`config.mk`:
```
export PLATFORM = sky130hd
export DESIGN_NAME = powerModeUnit
export DESIGN_NICKNAME = d
export VERILOG_FILES = /design/src/rtl/pmuPkg.sv /design/src/rtl/pmuControl.sv /design/src/rtl/pmuDatapath.sv /design/src/rtl/powerModeUnit.sv
export SDC_FILE = /design/constraint.sdc
export NUM_CORES = 1
export LEC_CHECK = 0
export ABC_CLOCK_PERIOD_IN_PS = 2000
export BUFFER_PORTS_ARGS = -buffer_cell sky130_fd_sc_hd__buf_2
export CORE_ASPECT_RATIO = 0.7
export CORE_MARGIN = 4
export CORE_UTILIZATION = 30
export DETAILED_ROUTE_END_ITERATION = 10
export SLEW_MARGIN = 20
export SYNTH_ARGS = -nofsm -noshare
export SYNTH_HDL_FRONTEND = slang
export SYNTH_SLANG_ARGS = --single-unit
export TNS_END_PERCENT = 5
```
`constraint.sdc`:
```
create_clock -name clk -period 2 [get_ports clk]
set_clock_uncertainty 0.15 [all_clocks]
set_input_delay 0.2 -clock clk [delete_from_list [all_inputs] [get_ports clk]]
set_output_delay 0.2 -clock clk [all_outputs]
set_load 0.01 [all_outputs]
```
`src/rtl/pmuPkg.sv`:
```
package pmuPkg;

  // Mode codes; the flag for a mode sits at FLAG_LSB + code
  typedef enum logic [1:0] {
    MODE_SLEEP  = 2'd0,
    MODE_DSLEEP = 2'd1,
    MODE_PDOWN  = 2'd2,
    MODE_DPDOWN = 2'd3
  } pmuMode_e;

  // Strobes from control to datapath
  typedef struct packed {
    logic     regWr;
    logic     setFlag;
    pmuMode_e flagMode;
  } pmuStrobe_t;

  localparam int PM_LSB    = 0;
  localparam int RPM_BIT   = 2;
  localparam int GDIS_BIT  = 3;
  localparam int RDIS_BIT  = 4;
  localparam int ERR_BIT   = 5;
  localparam int FLAG_LSB  = 8;
  localparam int NUM_FLAGS = 4;

endpackage

```
`src/rtl/pmuControl.sv`:
```
module pmuControl
  import pmuPkg::*;
#(
  parameter int ADDR_W     = 8,
  parameter logic [ADDR_W-1:0] REG_ADDR = 8'hC0,
  parameter int ACK_WINDOW = 16
) (
  input  logic              clk,
  input  logic              rstCoreN,
  input  logic              busSel,
  input  logic              busWrite,
  input  logic [ADDR_W-1:0] busAddr,
  input  logic              sleepReq,
  input  logic              deepSleepIn,
  input  logic              pwrAck,
  input  logic              wakeIn,
  input  logic [1:0]        pmBits,
  output pmuStrobe_t        strobe,
  output logic              regHit,
  output logic              pwrReq,
  output pmuMode_e          curMode,
  output logic              lowPowerActive
);

  localparam int CNT_W = (ACK_WINDOW > 1) ? $clog2(ACK_WINDOW) : 1;
  localparam logic [CNT_W-1:0] CNT_LAST = CNT_W'(ACK_WINDOW - 1);

  typedef enum logic [1:0] {ST_IDLE, ST_WAIT, ST_ASLEEP} ctlState_e;

  ctlState_e  state;
  logic [CNT_W-1:0] waitCnt;
  pmuMode_e   reqMode;

  assign regHit = busSel && (busAddr == REG_ADDR);

  // Mode selected by the control field and the core's deep-sleep hint
  always_comb begin
    if (pmBits[1])        reqMode = MODE_DPDOWN;
    else if (pmBits[0])   reqMode = MODE_PDOWN;
    else if (deepSleepIn) reqMode = MODE_DSLEEP;
    else                  reqMode = MODE_SLEEP;
  end

  always_ff @(posedge clk or negedge rstCoreN) begin
    if (!rstCoreN) begin
      state   <= ST_IDLE;
      waitCnt <= '0;
      curMode <= MODE_SLEEP;
    end else begin
      unique case (state)
        ST_IDLE: if (sleepReq) begin
          state   <= ST_WAIT;
          waitCnt <= '0;
          curMode <= reqMode;
        end
        ST_WAIT: begin
          if (pwrAck)                   state <= ST_ASLEEP;
          else if (waitCnt == CNT_LAST) state <= ST_IDLE;
          else                          waitCnt <= waitCnt + 1'b1;
        end
        ST_ASLEEP: if (wakeIn) state <= ST_IDLE;
        default: state <= ST_IDLE;
      endcase
    end
  end

  assign pwrReq         = (state == ST_WAIT);
  assign lowPowerActive = (state == ST_ASLEEP);

  always_comb begin
    strobe          = '0;
    strobe.regWr    = regHit && busWrite;
    strobe.setFlag  = pwrReq && pwrAck;
    strobe.flagMode = curMode;
  end

  // Request withdrawn after the last window edge with no acknowledge
  assert_ack_window_R3: assert property (@(posedge clk) disable iff (!rstCoreN)
    (pwrReq && !pwrAck && waitCnt == CNT_LAST) |=> !pwrReq);

  // Flag set only together with an acknowledged open request
  assert_flag_on_ack_R3: assert property (@(posedge clk) disable iff (!rstCoreN)
    strobe.setFlag |-> (pwrAck && pwrReq));

  // Mode shown to the power manager holds while requested
  assert_mode_hold_R2: assert property (@(posedge clk) disable iff (!rstCoreN)
    pwrReq |=> $stable(curMode));

endmodule

```
`src/rtl/pmuDatapath.sv`:
```
module pmuDatapath
  import pmuPkg::*;
#(
  parameter int DATA_W = 32
) (
  input  logic              clk,
  input  logic              rstCoreN,
  input  logic              rstBackupN,
  input  pmuStrobe_t        strobe,
  input  logic              regHit,
  input  logic [DATA_W-1:0] wdata,
  input  logic              lowPowerActive,
  input  pmuMode_e          curMode,
  input  logic              bodDetect,
  input  logic              bodIrqEn,
  output logic [1:0]        pmBits,
  output logic [DATA_W-1:0] rdata,
  output logic              bodEnOut,
  output logic              bodWakeEnOut,
  output logic              bodRstOut,
  output logic              bodIrqOut
);

  localparam int FLAG_MSB = FLAG_LSB + NUM_FLAGS - 1;

  logic rpmReg, gdisReg, rdisReg, errReg;
  logic guardTrip;
  logic [NUM_FLAGS-1:0] flags, flagsNext;
  logic unusedWdata;

  assign unusedWdata = ^{wdata[DATA_W-1:FLAG_MSB+1], wdata[FLAG_LSB-1:ERR_BIT+1]};

  // Detector on/off change refused unless reset disabled and irq masked
  assign guardTrip = strobe.regWr && (wdata[GDIS_BIT] != gdisReg) &&
                     (!rdisReg || bodIrqEn);

  always_ff @(posedge clk or negedge rstCoreN) begin
    if (!rstCoreN) begin
      pmBits  <= '0;
      rpmReg  <= 1'b0;
      gdisReg <= 1'b0;
      rdisReg <= 1'b0;
      errReg  <= 1'b0;
    end else begin
      if (strobe.regWr) begin
        pmBits  <= wdata[PM_LSB+1:PM_LSB];
        rpmReg  <= wdata[RPM_BIT];
        rdisReg <= wdata[RDIS_BIT];
        if (!guardTrip) gdisReg <= wdata[GDIS_BIT];
      end
      if (guardTrip)                              errReg <= 1'b1;
      else if (strobe.regWr && wdata[ERR_BIT])    errReg <= 1'b0;
    end
  end

  // Entry flags: write-one-clear, a new entry wins and clears the rest
  always_comb begin
    flagsNext = flags;
    if (strobe.regWr) flagsNext = flagsNext & ~wdata[FLAG_MSB:FLAG_LSB];
    if (strobe.setFlag) flagsNext = NUM_FLAGS'(1) << strobe.flagMode;
  end

  // Deepest-mode flag lives in the backup domain, the rest in the core domain
  for (genvar i = 0; i < NUM_FLAGS; i++) begin : g_flag
    logic bitRstN;
    logic flagQ;
    assign bitRstN = (i == NUM_FLAGS - 1) ? rstBackupN : rstCoreN;
    always_ff @(posedge clk or negedge bitRstN) begin
      if (!bitRstN) flagQ <= 1'b0;
      else          flagQ <= flagsNext[i];
    end
    assign flags[i] = flagQ;
  end

  always_comb begin
    rdata = '0;
    if (regHit) begin
      rdata[PM_LSB+1:PM_LSB]  = pmBits;
      rdata[RPM_BIT]          = rpmReg;
      rdata[GDIS_BIT]         = gdisReg;
      rdata[RDIS_BIT]         = rdisReg;
      rdata[ERR_BIT]          = errReg;
      rdata[FLAG_MSB:FLAG_LSB] = flags;
    end
  end

  logic deepGate;
  assign deepGate = rpmReg && lowPowerActive &&
                    (curMode == MODE_DSLEEP || curMode == MODE_PDOWN);

  assign bodEnOut     = !gdisReg && !deepGate;
  assign bodWakeEnOut = bodEnOut && lowPowerActive;
  assign bodRstOut    = bodDetect && bodEnOut && !rdisReg;
  assign bodIrqOut    = bodDetect && bodEnOut && bodIrqEn;

  assert_flags_onehot_R4: assert property (@(posedge clk)
    disable iff (!rstCoreN || !rstBackupN) $onehot0(flags));

  assert_gdis_guard_R10: assert property (@(posedge clk)
    disable iff (!rstCoreN) guardTrip |=> (errReg && gdisReg == $past(gdisReg)));

  assert_gdis_off_R7: assert property (@(posedge clk)
    disable iff (!rstCoreN) gdisReg |-> !(bodEnOut || bodRstOut || bodIrqOut));

  assert_rdis_norst_R9: assert property (@(posedge clk)
    disable iff (!rstCoreN) rdisReg |-> !bodRstOut);

  assert_deep_gate_R8: assert property (@(posedge clk)
    disable iff (!rstCoreN) deepGate |-> (!bodEnOut && !bodWakeEnOut));

endmodule

```
`src/rtl/powerModeUnit.sv`:
```
module powerModeUnit
  import pmuPkg::*;
#(
  parameter int ADDR_W     = 8,
  parameter int DATA_W     = 32,
  parameter logic [ADDR_W-1:0] REG_ADDR = 8'hC0,
  parameter int ACK_WINDOW = 16
) (
  input  logic              clk,
  input  logic              rstCoreN,
  input  logic              rstBackupN,
  input  logic              busSel,
  input  logic              busWrite,
  input  logic [ADDR_W-1:0] busAddr,
  input  logic [DATA_W-1:0] busWdata,
  output logic [DATA_W-1:0] busRdata,
  input  logic              sleepReq,
  input  logic              deepSleepIn,
  input  logic              pwrAck,
  input  logic              wakeIn,
  output logic              pwrReq,
  output logic [1:0]        pwrMode,
  output logic              lowPowerActive,
  input  logic              bodDetect,
  input  logic              bodIrqEn,
  output logic              bodEnOut,
  output logic              bodWakeEnOut,
  output logic              bodRstOut,
  output logic              bodIrqOut
);

  pmuStrobe_t strobe;
  pmuMode_e   curMode;
  logic       regHit;
  logic [1:0] pmBits;

  pmuControl #(
    .ADDR_W(ADDR_W), .REG_ADDR(REG_ADDR), .ACK_WINDOW(ACK_WINDOW)
  ) i_ctl (
    .clk(clk), .rstCoreN(rstCoreN), .busSel(busSel), .busWrite(busWrite),
    .busAddr(busAddr), .sleepReq(sleepReq), .deepSleepIn(deepSleepIn),
    .pwrAck(pwrAck), .wakeIn(wakeIn), .pmBits(pmBits), .strobe(strobe),
    .regHit(regHit), .pwrReq(pwrReq), .curMode(curMode),
    .lowPowerActive(lowPowerActive)
  );

  pmuDatapath #(.DATA_W(DATA_W)) i_dp (
    .clk(clk), .rstCoreN(rstCoreN), .rstBackupN(rstBackupN), .strobe(strobe),
    .regHit(regHit), .wdata(busWdata), .lowPowerActive(lowPowerActive),
    .curMode(curMode), .bodDetect(bodDetect), .bodIrqEn(bodIrqEn),
    .pmBits(pmBits), .rdata(busRdata), .bodEnOut(bodEnOut),
    .bodWakeEnOut(bodWakeEnOut), .bodRstOut(bodRstOut), .bodIrqOut(bodIrqOut)
  );

  assign pwrMode = curMode;

endmodule

```
## Word level (Yosys, flattened, before mapping)

Index checks and enable logic that the tools add are counted.

- $add $sub $neg: 1
- Equality and inequality tests: 12
- Shift operators: 1
- Multiplexer cells: 18
- Bitwise operators: 3
- Reductions and logical operators: 26

Operators by type and width:

| operator | count |
|---|---|
| 2-to-1 mux 4 bit | 6 |
| logical AND 1 bit | 13 |
| 2-to-1 mux 2 bit | 6 |
| equality test 8 bit (second input constant) | 1 |
| inequality test 2 bit (second input constant) | 4 |
| one-hot mux 4 bit (2 select lines) | 1 |
| 2-to-1 mux 6 bit | 1 |
| one-hot mux 2 bit (3 select lines) | 1 |
| nonzero test 2 bit | 3 |
| adder 4 x 1 -> 4 bit (second input constant) | 1 |
| AND 4 bit | 1 |
| equality test 2 x 1 -> 1 bit (second input constant) | 2 |
| equality test 2 bit (second input constant) | 2 |
| equality test 4 bit (second input constant) | 1 |
| inverter 4 bit | 1 |
| AND reduction 2 bit | 2 |
| AND reduction 4 bit | 1 |
| left shift 1 x 2 -> 4 bit (first input constant) | 1 |
| logical NOT 1 bit | 3 |
| 2-to-1 mux 1 bit | 3 |
| inequality test 3 bit (second input constant) | 1 |
| AND reduction 3 bit | 1 |
| logical NOT 2 bit | 1 |
| logical OR 1 bit | 2 |
| other kinds (2) | 2 |

- Bits in registers: 18
- Input port bits: 51
- Output and inout bits: 40
- Word-level logic and storage cells: 73

## Longest topological paths before layout

Gate-level depths: netlist of the first run.

- Depth after elaboration: 7
- Gate-level depth with buffers: 4
- Depth with buffers taken out: 4

## Hierarchy

From an unflattened synthesis of the first run, not the netlist that was laid out.

- Cell total of the unflattened synthesis: 124
- Area, all modules: 1,212.4 um^2

Modules (own cells, without submodules):

| module | instances | cells each | area an instance (um^2) | sequential area each (um^2) |
|---|---|---|---|---|
| pmuDatapath | 1 | 74 | 724.4 | 250.2 |
| pmuControl | 1 | 50 | 488.0 | 200.2 |

## Least setup slack after synthesis of the first run

Ideal clock, no wire load.

- Kind: reg-to-output
- From: register i_ctl.curMode[0]
- To: output port bodRstOut
- Arrival: 1,322 ps
- Data required time: 1,650 ps
- Slack: 328 ps
- Stages on the path, launching flop included: 5
- Path buffers: 0
- Cells stage by stage: dfrtp_1 -> inv_1 -> ha_1 -> a31oi_1 -> and3b_1

- Word-level cells in the longest chain between the ends: 7
- Elaborated cells between the ends (all ways): 8
- Classes of those cells: eq/ne: 2; reduce/logical: 6

Ends and longest elaborated chain:

| item | line | source |
|---|---|---|
| start, declared | pmuControl.sv:21 | `output pmuMode_e curMode,` |
| start signal, assigned | pmuControl.sv:54 | `curMode <= reqMode;` |
| equality test 2 x 1 -> 1 bit or equality test 2 bit (tied branches) | pmuDatapath.sv:89 | `(curMode == MODE_DSLEEP \|\| curMode == MODE_PDOWN);` |
| logical OR 1 bit * | pmuDatapath.sv:89 |  |
| logical AND 1 bit * | pmuDatapath.sv:88 | `assign deepGate = rpmReg && lowPowerActive &&` |
| logical NOT 1 bit * | pmuDatapath.sv:91 | `assign bodEnOut = !gdisReg && !deepGate;` |
| logical AND 1 bit * | pmuDatapath.sv:91 |  |
| net bodEnOut | powerModeUnit.sv:26 | `output logic bodEnOut,` |
| logical AND 1 bit * (2 in series) | pmuDatapath.sv:93 | `assign bodRstOut = bodDetect && bodEnOut && !rdisReg;` |
| end, declared | powerModeUnit.sv:28 | `output logic bodRstOut,` |

The timed path passes the listed nets; every way through them passes the cells marked *.

## Worst setup path after layout of the first run

- From: register i_ctl.curMode[1]
- To: output port bodIrqOut

- Word-level cells in the longest chain between the ends: 7
- Elaborated cells between the ends (all ways): 8
- Classes of those cells: eq/ne: 2; reduce/logical: 6

Ends and longest elaborated chain:

| item | line | source |
|---|---|---|
| equality test 2 x 1 -> 1 bit or equality test 2 bit (tied branches) | pmuDatapath.sv:89 |  |
| logical OR 1 bit * | pmuDatapath.sv:89 |  |
| logical AND 1 bit * | pmuDatapath.sv:88 |  |
| logical NOT 1 bit * | pmuDatapath.sv:91 |  |
| logical AND 1 bit * | pmuDatapath.sv:91 |  |
| logical AND 1 bit * (2 in series) | pmuDatapath.sv:94 | `assign bodIrqOut = bodDetect && bodEnOut && bodIrqEn;` |
| end, declared | powerModeUnit.sv:29 | `output logic bodIrqOut` |

Mark *: on every way between the ends. The rest lies on a longest branch, timed or not.

==> impl_metrics.py, run 1 <==
metrics = {
    "drt": {
        "wl_per_cell_um": 11.7,
        "vias": 948,
        "routed_wl_um": 2650,
        "drt_iter0_drc": 25,
        "drc": 0,
        "avgViaCountPerCell": 4.19,
        "drt_pre_antenna_iters": 4,
        "ant_nets": 0,
    },
    "yosys": {
        "syn_inst": 120,
        "synth_edf_count": 0,
        "yosys.area.top_type_share_pct": 36.2,
        "synthFlopType": "dfrtp_1",
        "ys_types": 33,
        "ys_seq_elements": 18,
        "yosys.area.top_type": "dfrtp_1",
        "synth_area_mm2": 0.00124,
        "ys_top_cells_by_area": "dfrtp_1 36%, buf_4 14%, and2_1 5.5%",
        "seq_area_frac_synth_pct": 36.2,
        "ys_warn_count": 0,
        "async_reset_ff_share_pct": 100,
        "avgSynthCellArea_um2": 10.4,
    },
    "clocking": {
        "cts.htree.levels": 1,
        "clock_path_buffers": 2,
        "clk_pin_slew_ns": 0.07,
        "clkLatencyLatePin_ns": 0.25,
        "cts-root-buf": "clkbuf_8",
        "cts_buffers": 3,
        "clock_sinks": 18,
        "cts_tree": "done",
    },
    "setup_path": {
        "path_class": "register to output pin",
        "path_cells": "inv_1 > ha_1 > a31oi_2 > and3_1 > buf_2",
        "critPathSlowestCell": "dfrtp_1",
        "crit_path_start_kind": "register",
        "end_kind": "output pin",
        "worst_path_largest_cell_delay_ns": 0.41,
        "ff2ff_setup_slack_ns": 0.53,
        "path_max_fanout": 4,
        "crit_required_ns": 1.65,
        "critPathTopFamily": "flip-flops",
        "critPathBufInv": 2,
        "arrival_ns": 1.54,
    },
    "power": {
        "ir_drop_mv": 0.290,
        "power.density_mw_per_mm2": 780,
        "p_leak_nw": 0.862,
    },
    "sta": {
        "setup_tns_ns": 0,
        "max_freq_mhz": 528,
        "fin_crit_ns": 1.89,
        "setup_viol": 0,
        "rsz0062_at_grt": "no",
        "period_share_pct": 94.7,
        "slew_violations": 0,
        "hold_violations": 0,
        "hold_ws_ns": 0.0336,
        "post-route-worst-setup-slack_ns": 0.106,
    },
    "floorplanning": {
        "initial_core_util_pct": 31.4,
        "boundaryPins": 91,
        "core-area_mm2": 0.00397,
        "die_area_mm2": 0.00526,
        "die_w_um": 85.0,
        "std_cell_rows": 19,
        "die_y_um": 61.9,
    },
    "grt": {
        "grt_pass1_wl_um": 4240,
        "top_usage_layer": "met2",
        "met1_usage_pct": 12.3,
        "gr-total-overflow": 0,
        "grtUsageMet3_pct": 3.03,
        "grt_max_degree": 18,
        "antenna_found_initial": 0,
        "grtUsageTotal_pct": 10.3,
        "grt_pass1_vias": 965,
        "grt_use_met2_pct": 18.1,
    },
    "place": {
        "placement.setup.worst_slack_ns": 0.237,
        "dp_cells": 215,
        "gp_congestion": 0.710,
        "portBuffers": 46,
        "dp_hpwl_um": 2200,
    },
    "layout": {
        "area_delta_synth_final_pct": 25.8,
        "nets": 231,
        "final_common_cell": "buf_2",
        "diodes": 0,
        "fin_cells": 226,
        "layout_common_cells": "46 x buf_2, 22 x conb_1, 18 x dfrtp_1",
        "drive_above_1_share_pct": 36.8,
    },
    "status": {
        "outcome": "complete, no violations",
    },
    "min_path": {
        "worstHoldPathType": "input port to register",
    },
    "run": {
        "maxCapViolations": 0,
    },
}
==> worst paths after layout <==
kind / startpoint / depth (start not counted) / end
setup / recovery: i_ctl.curMode[1] / 5 / bodIrqOut
hold / removal: busWdata[4] / 2 / i_dp.rdisReg
setup reg to reg: i_ctl.state[1] / 2 / i_dp.g_flag[0].flagQ
hold reg to reg: i_dp.errReg / 1 / i_dp.errReg
max in group asynchronous: rstCoreN / 2 / i_ctl.waitCnt[0]
min in group asynchronous: rstBackupN / 2 / i_dp.g_flag[3].flagQ
==> power breakdown <==
group	total (mW)	internal [mW]	switching, mW
Sequential	0.506	0.442	0.0639
Combinational	0.426	0.199	0.226
Clock	0.290	0.175	0.116
==> sequential cells by signal (all words and copies together), names as in the netlist <==
name               cells
i_dp.g_flag.flagQ      4
i_dp.errReg            1
i_ctl.waitCnt          4
i_ctl.state            2
i_dp.pmBits            2
i_dp.gdisReg           1
i_ctl.curMode          2
i_dp.rdisReg           1
i_dp.rpmReg            1
==> stage by stage <==
stage | util, % | power, mW | instance area, um^2
CTS | 39.3 | 1.23 | 1560
detailed placement | 36.2 | 0.918 | 1440
finish | 39.5 | 1.22 | 1570
global route | 39.5 | 1.32 | 1570
floorplan | - | 0.808 | 1320
global placement | 36.2 | 0.910 | 1440
==> synth_stat cells (2+ instances only) <==
master,n
mux2_2,2
nor2b_1,2
mux2i_1,4
mux2_4,4
a31oi_1,5
a21oi_1,3
nor3_1,2
and3_1,4
ha_1,5
buf_4,24
o21ai_0,5
o2bb2ai_1,2
nor2_1,3
and2_1,11
nand4_1,2
dfrtp_1,18
nand2b_1,2
inv_1,5
and4b_1,2
nor3b_1,2
==> layout make-up <==
type | count | area (um^2)
clock buffer | 4 | 55.1
fill | 420 | 2400
inverter | 5 | 18.8
multi-input combinational | 92 | 664
sequential | 18 | 450
tap | 52 | 65.1
timing repair buffer | 55 | 313
==> cell families (layout without fill, tap and decap cells) <==
logic type      Yosys count  in the layout  synth area share, %
flops                    18             18                 36.2
simple gates             36             36                 21.4
compound gates           18             18                 9.25
xor+xnor                  1              1                0.704
other cells               1             22                0.301
buf+inv                  31             64                 17.3
fa+ha+maj                 5              5                 5.03
mux                      10             10                 9.85
==> what timing repair did <==
action / 4_1_cts / 5_1_grt
hold buffers: 6 / 0
setup endpoints to repair: 2 / 3
resized for setup: 1 / 0
setup buffers: 0 / 1
hold endpoints to repair: 22 / 0
cloned: 0 / 0
==> per-layer routing <==
metal	routed length, um	up-vias
li1	-	486
met1	1210	426
met2	1210	34
met3	193	2
met4	36	0
met5	0	-
Note: power is estimated with default switching activity, not from simulation.
==> run 2: changes to the inputs <==
--- a/config.mk
+++ b/config.mk
@@ -5,12 +5,13 @@
 export SDC_FILE = /design/constraint.sdc
 export NUM_CORES = 1
 export LEC_CHECK = 0
-export ABC_CLOCK_PERIOD_IN_PS = 2000
+export ABC_CLOCK_PERIOD_IN_PS = 2300
 export BUFFER_PORTS_ARGS = -buffer_cell sky130_fd_sc_hd__buf_2
 export CORE_ASPECT_RATIO = 0.7
 export CORE_MARGIN = 4
-export CORE_UTILIZATION = 30
+export CORE_UTILIZATION = 43
 export DETAILED_ROUTE_END_ITERATION = 10
+export PLACE_DENSITY = 0.85
 export SLEW_MARGIN = 20
 export SYNTH_ARGS = -nofsm -noshare
 export SYNTH_HDL_FRONTEND = slang
==> constraint.sdc (replaced) <==
create_clock -name clk -period 2.3 [get_ports clk]
set_clock_uncertainty 0.15 [all_clocks]
set_input_delay 0.23 -clock clk [delete_from_list [all_inputs] [get_ports clk]]
set_output_delay 0.23 -clock clk [all_outputs]
set_load 0.01 [all_outputs]
==> run 2 against run 1 <==
Compared with the run above:
- count of clock-buffer cells in the layout did not move
- sequential share of layout area rose by 1.6 points
- setup slack improved by 0.18 ns
- sequential cell count did not move
- first-iteration DRC count rose by 68%
- routed wire length fell by 2.3%
- largest power group unchanged
- sequential power fell by 12%
- combinational power fell by 19%
- final area fell by 5.2%
==> impl_metrics.py, run 2 (synthesis results as in run 1) <==
metrics = {
    "grt": {
        "grt_pass1_wl_um": 4060,
        "grtUsageTotal_pct": 13.9,
        "grt_max_degree": 18,
        "antenna_found_initial": 0,
        "grt_pass1_vias": 915,
        "gr-total-overflow": 0,
    },
    "power": {
        "p_seq_share_pct": 42.6,
        "ir_drop_mv": 0.396,
        "power.density_mw_per_mm2": 705,
        "comb_power_share_pct": 33.2,
        "intPower_mw": 0.694,
        "power_frac_clock_pct": 24.2,
        "switchingPower_mw": 0.353,
        "p_leak_nw": 0.834,
        "power_mw": 1.05,
        "power_switching_share_pct": 33.7,
    },
    "floorplanning": {
        "die_area_mm2": 0.00383,
        "initial_core_util_pct": 44.7,
        "core-area_mm2": 0.00278,
        "boundaryPins": 91,
        "std_cell_rows": 16,
        "die_y_um": 53.0,
        "die_w_um": 72.3,
    },
    "drt": {
        "routed_wl_um": 2590,
        "vias": 950,
        "drt_pre_antenna_iters": 4,
        "wl_per_cell_um": 12.7,
        "avgViaCountPerCell": 4.66,
        "drt_iter0_drc": 42,
        "drc": 0,
        "ant_nets": 0,
    },
    "sta": {
        "hold_violations": 0,
        "max_freq_mhz": 496,
        "slew_violations": 0,
        "setup_tns_ns": 0,
        "fin_crit_ns": 2.02,
        "max_slew_margin_pct": 63.4,
        "setup_viol": 0,
        "rsz0062_at_grt": "no",
        "period_share_pct": 87.7,
        "hold_ws_ns": 0.00749,
        "post-route-worst-setup-slack_ns": 0.282,
        "worst_slew_pin_slew_ns": 0.548,
    },
    "clocking": {
        "cts_tree": "done",
        "cts-root-buf": "clkbuf_8",
        "clock_path_buffers": 2,
        "cts.htree.levels": 1,
        "clkLatencyLatePin_ns": 0.25,
        "clock_sinks": 18,
        "cts_resized": 0,
        "cts_buffers": 3,
        "clk_pin_slew_ns": 0.07,
        "cts_setup_buffers": 0,
    },
    "setup_path": {
        "reg2reg_depth": 3,
        "crit_path_start_kind": "register",
        "arrival_ns": 1.64,
        "ff2ff_setup_slack_ns": 0.78,
        "startpoint": "i_ctl.curMode[0]",
        "worstReg2RegEnd": "i_ctl.waitCnt[3]",
        "end_kind": "output pin",
        "crit_required_ns": 1.92,
        "path_max_fanout": 4,
        "path_class": "register to output pin",
        "r2r_start": "i_ctl.state[1]",
    },
    "layout": {
        "fillers": 266,
        "nets": 225,
        "layout_common_cells": "46 x buf_2, 22 x conb_1, 18 x dfrtp_1",
        "final_util_pct": 53.4,
        "drive_above_1_share_pct": 36.3,
        "reg.largest.list": "i_ctl.waitCnt (4), i_dp.g_flag.flagQ (4)",
        "area_delta_synth_final_pct": 19.3,
        "final_area_mm2": 0.00149,
        "final_common_cell": "buf_2",
        "diodes": 0,
        "fin_cells": 204,
    },
    "place": {
        "gp_congestion": 0.773,
        "placement.setup.worst_slack_ns": 0.477,
        "dpl_cell_area_mm2": 0.00141,
        "dp_hpwl_um": 2180,
        "portBuffers": 46,
        "dp_cells": 198,
    },
    "min_path": {
        "hold_end": "i_ctl.state[1]",
        "hold_path_startpoint": "wakeIn",
        "worstHoldPathType": "input port to register",
        "hold_depth": 2,
    },
    "status": {
        "outcome": "complete, no violations",
    },
    "run": {
        "maxCapViolations": 0,
    },
}
## run 2: changes by cell type in the layout (fill, tap and decap cells not counted), sizes merged
cell	previous run	this run
dlygate4sd3	6	2
buf	49	47
## run 2: worst max path at each step
stage / end / slack [ns] / cells past startpoint
2_1_floorplan: bodRstOut / 0.60 / 4
3_3_place_gp: busRdata[8] / 0.49 / 5
3_5_place_dp: busRdata[8] / 0.48 / 5
4_1_cts: bodRstOut / 0.27 / 5
5_1_grt: bodRstOut / 0.11 / 5
6_report: bodIrqOut / 0.28 / 5
## run 2: critical path, cell delays in order, from the launching register on
cell and delay (ns):
dfrtp_1 0.40, inv_1 0.10, ha_1 0.30, a31oi_1 0.27
and3_1 0.19, buf_2 0.12
## run 2: final cells by class
type | instances | area (um^2) | share of cell area [%]
flip-flops and latches | 18 | 450 | 30.3
well taps | 36 | 45.0 | 3.03
repair buffers | 49 | 258 | 17.4
clock buffers | 4 | 55.1 | 3.71
multi-input cells | 92 | 658 | 44.3
inverters | 5 | 18.8 | 1.26
## run 2: per-layer routing
layer | part of all wire (%) | up-vias | track usage (%)
li1 | - | 468 | -
met1 | 41 | 437 | 16.7
met2 | 50 | 43 | 24.2
met3 | 8.2 | 2 | 4.74
met4 | 0.54 | 0 | 3.13
met5 | 0 | - | 0
## run 2: power by group through the flow
stage          Clock, mW  Sequential, mW  Combinational [mW]
5_1_grt            0.276           0.457               0.396
6_report           0.254           0.446               0.347
3_3_place_gp           0           0.445               0.336
3_5_place_dp           0           0.451               0.350
2_1_floorplan          0           0.435               0.268
4_1_cts            0.263           0.446               0.353
## run 2: timing repair
action,in CTS,in global routing
endpoints found under the hold margin,18,0
setup endpoints to repair,0,0
hold buffers,2,0
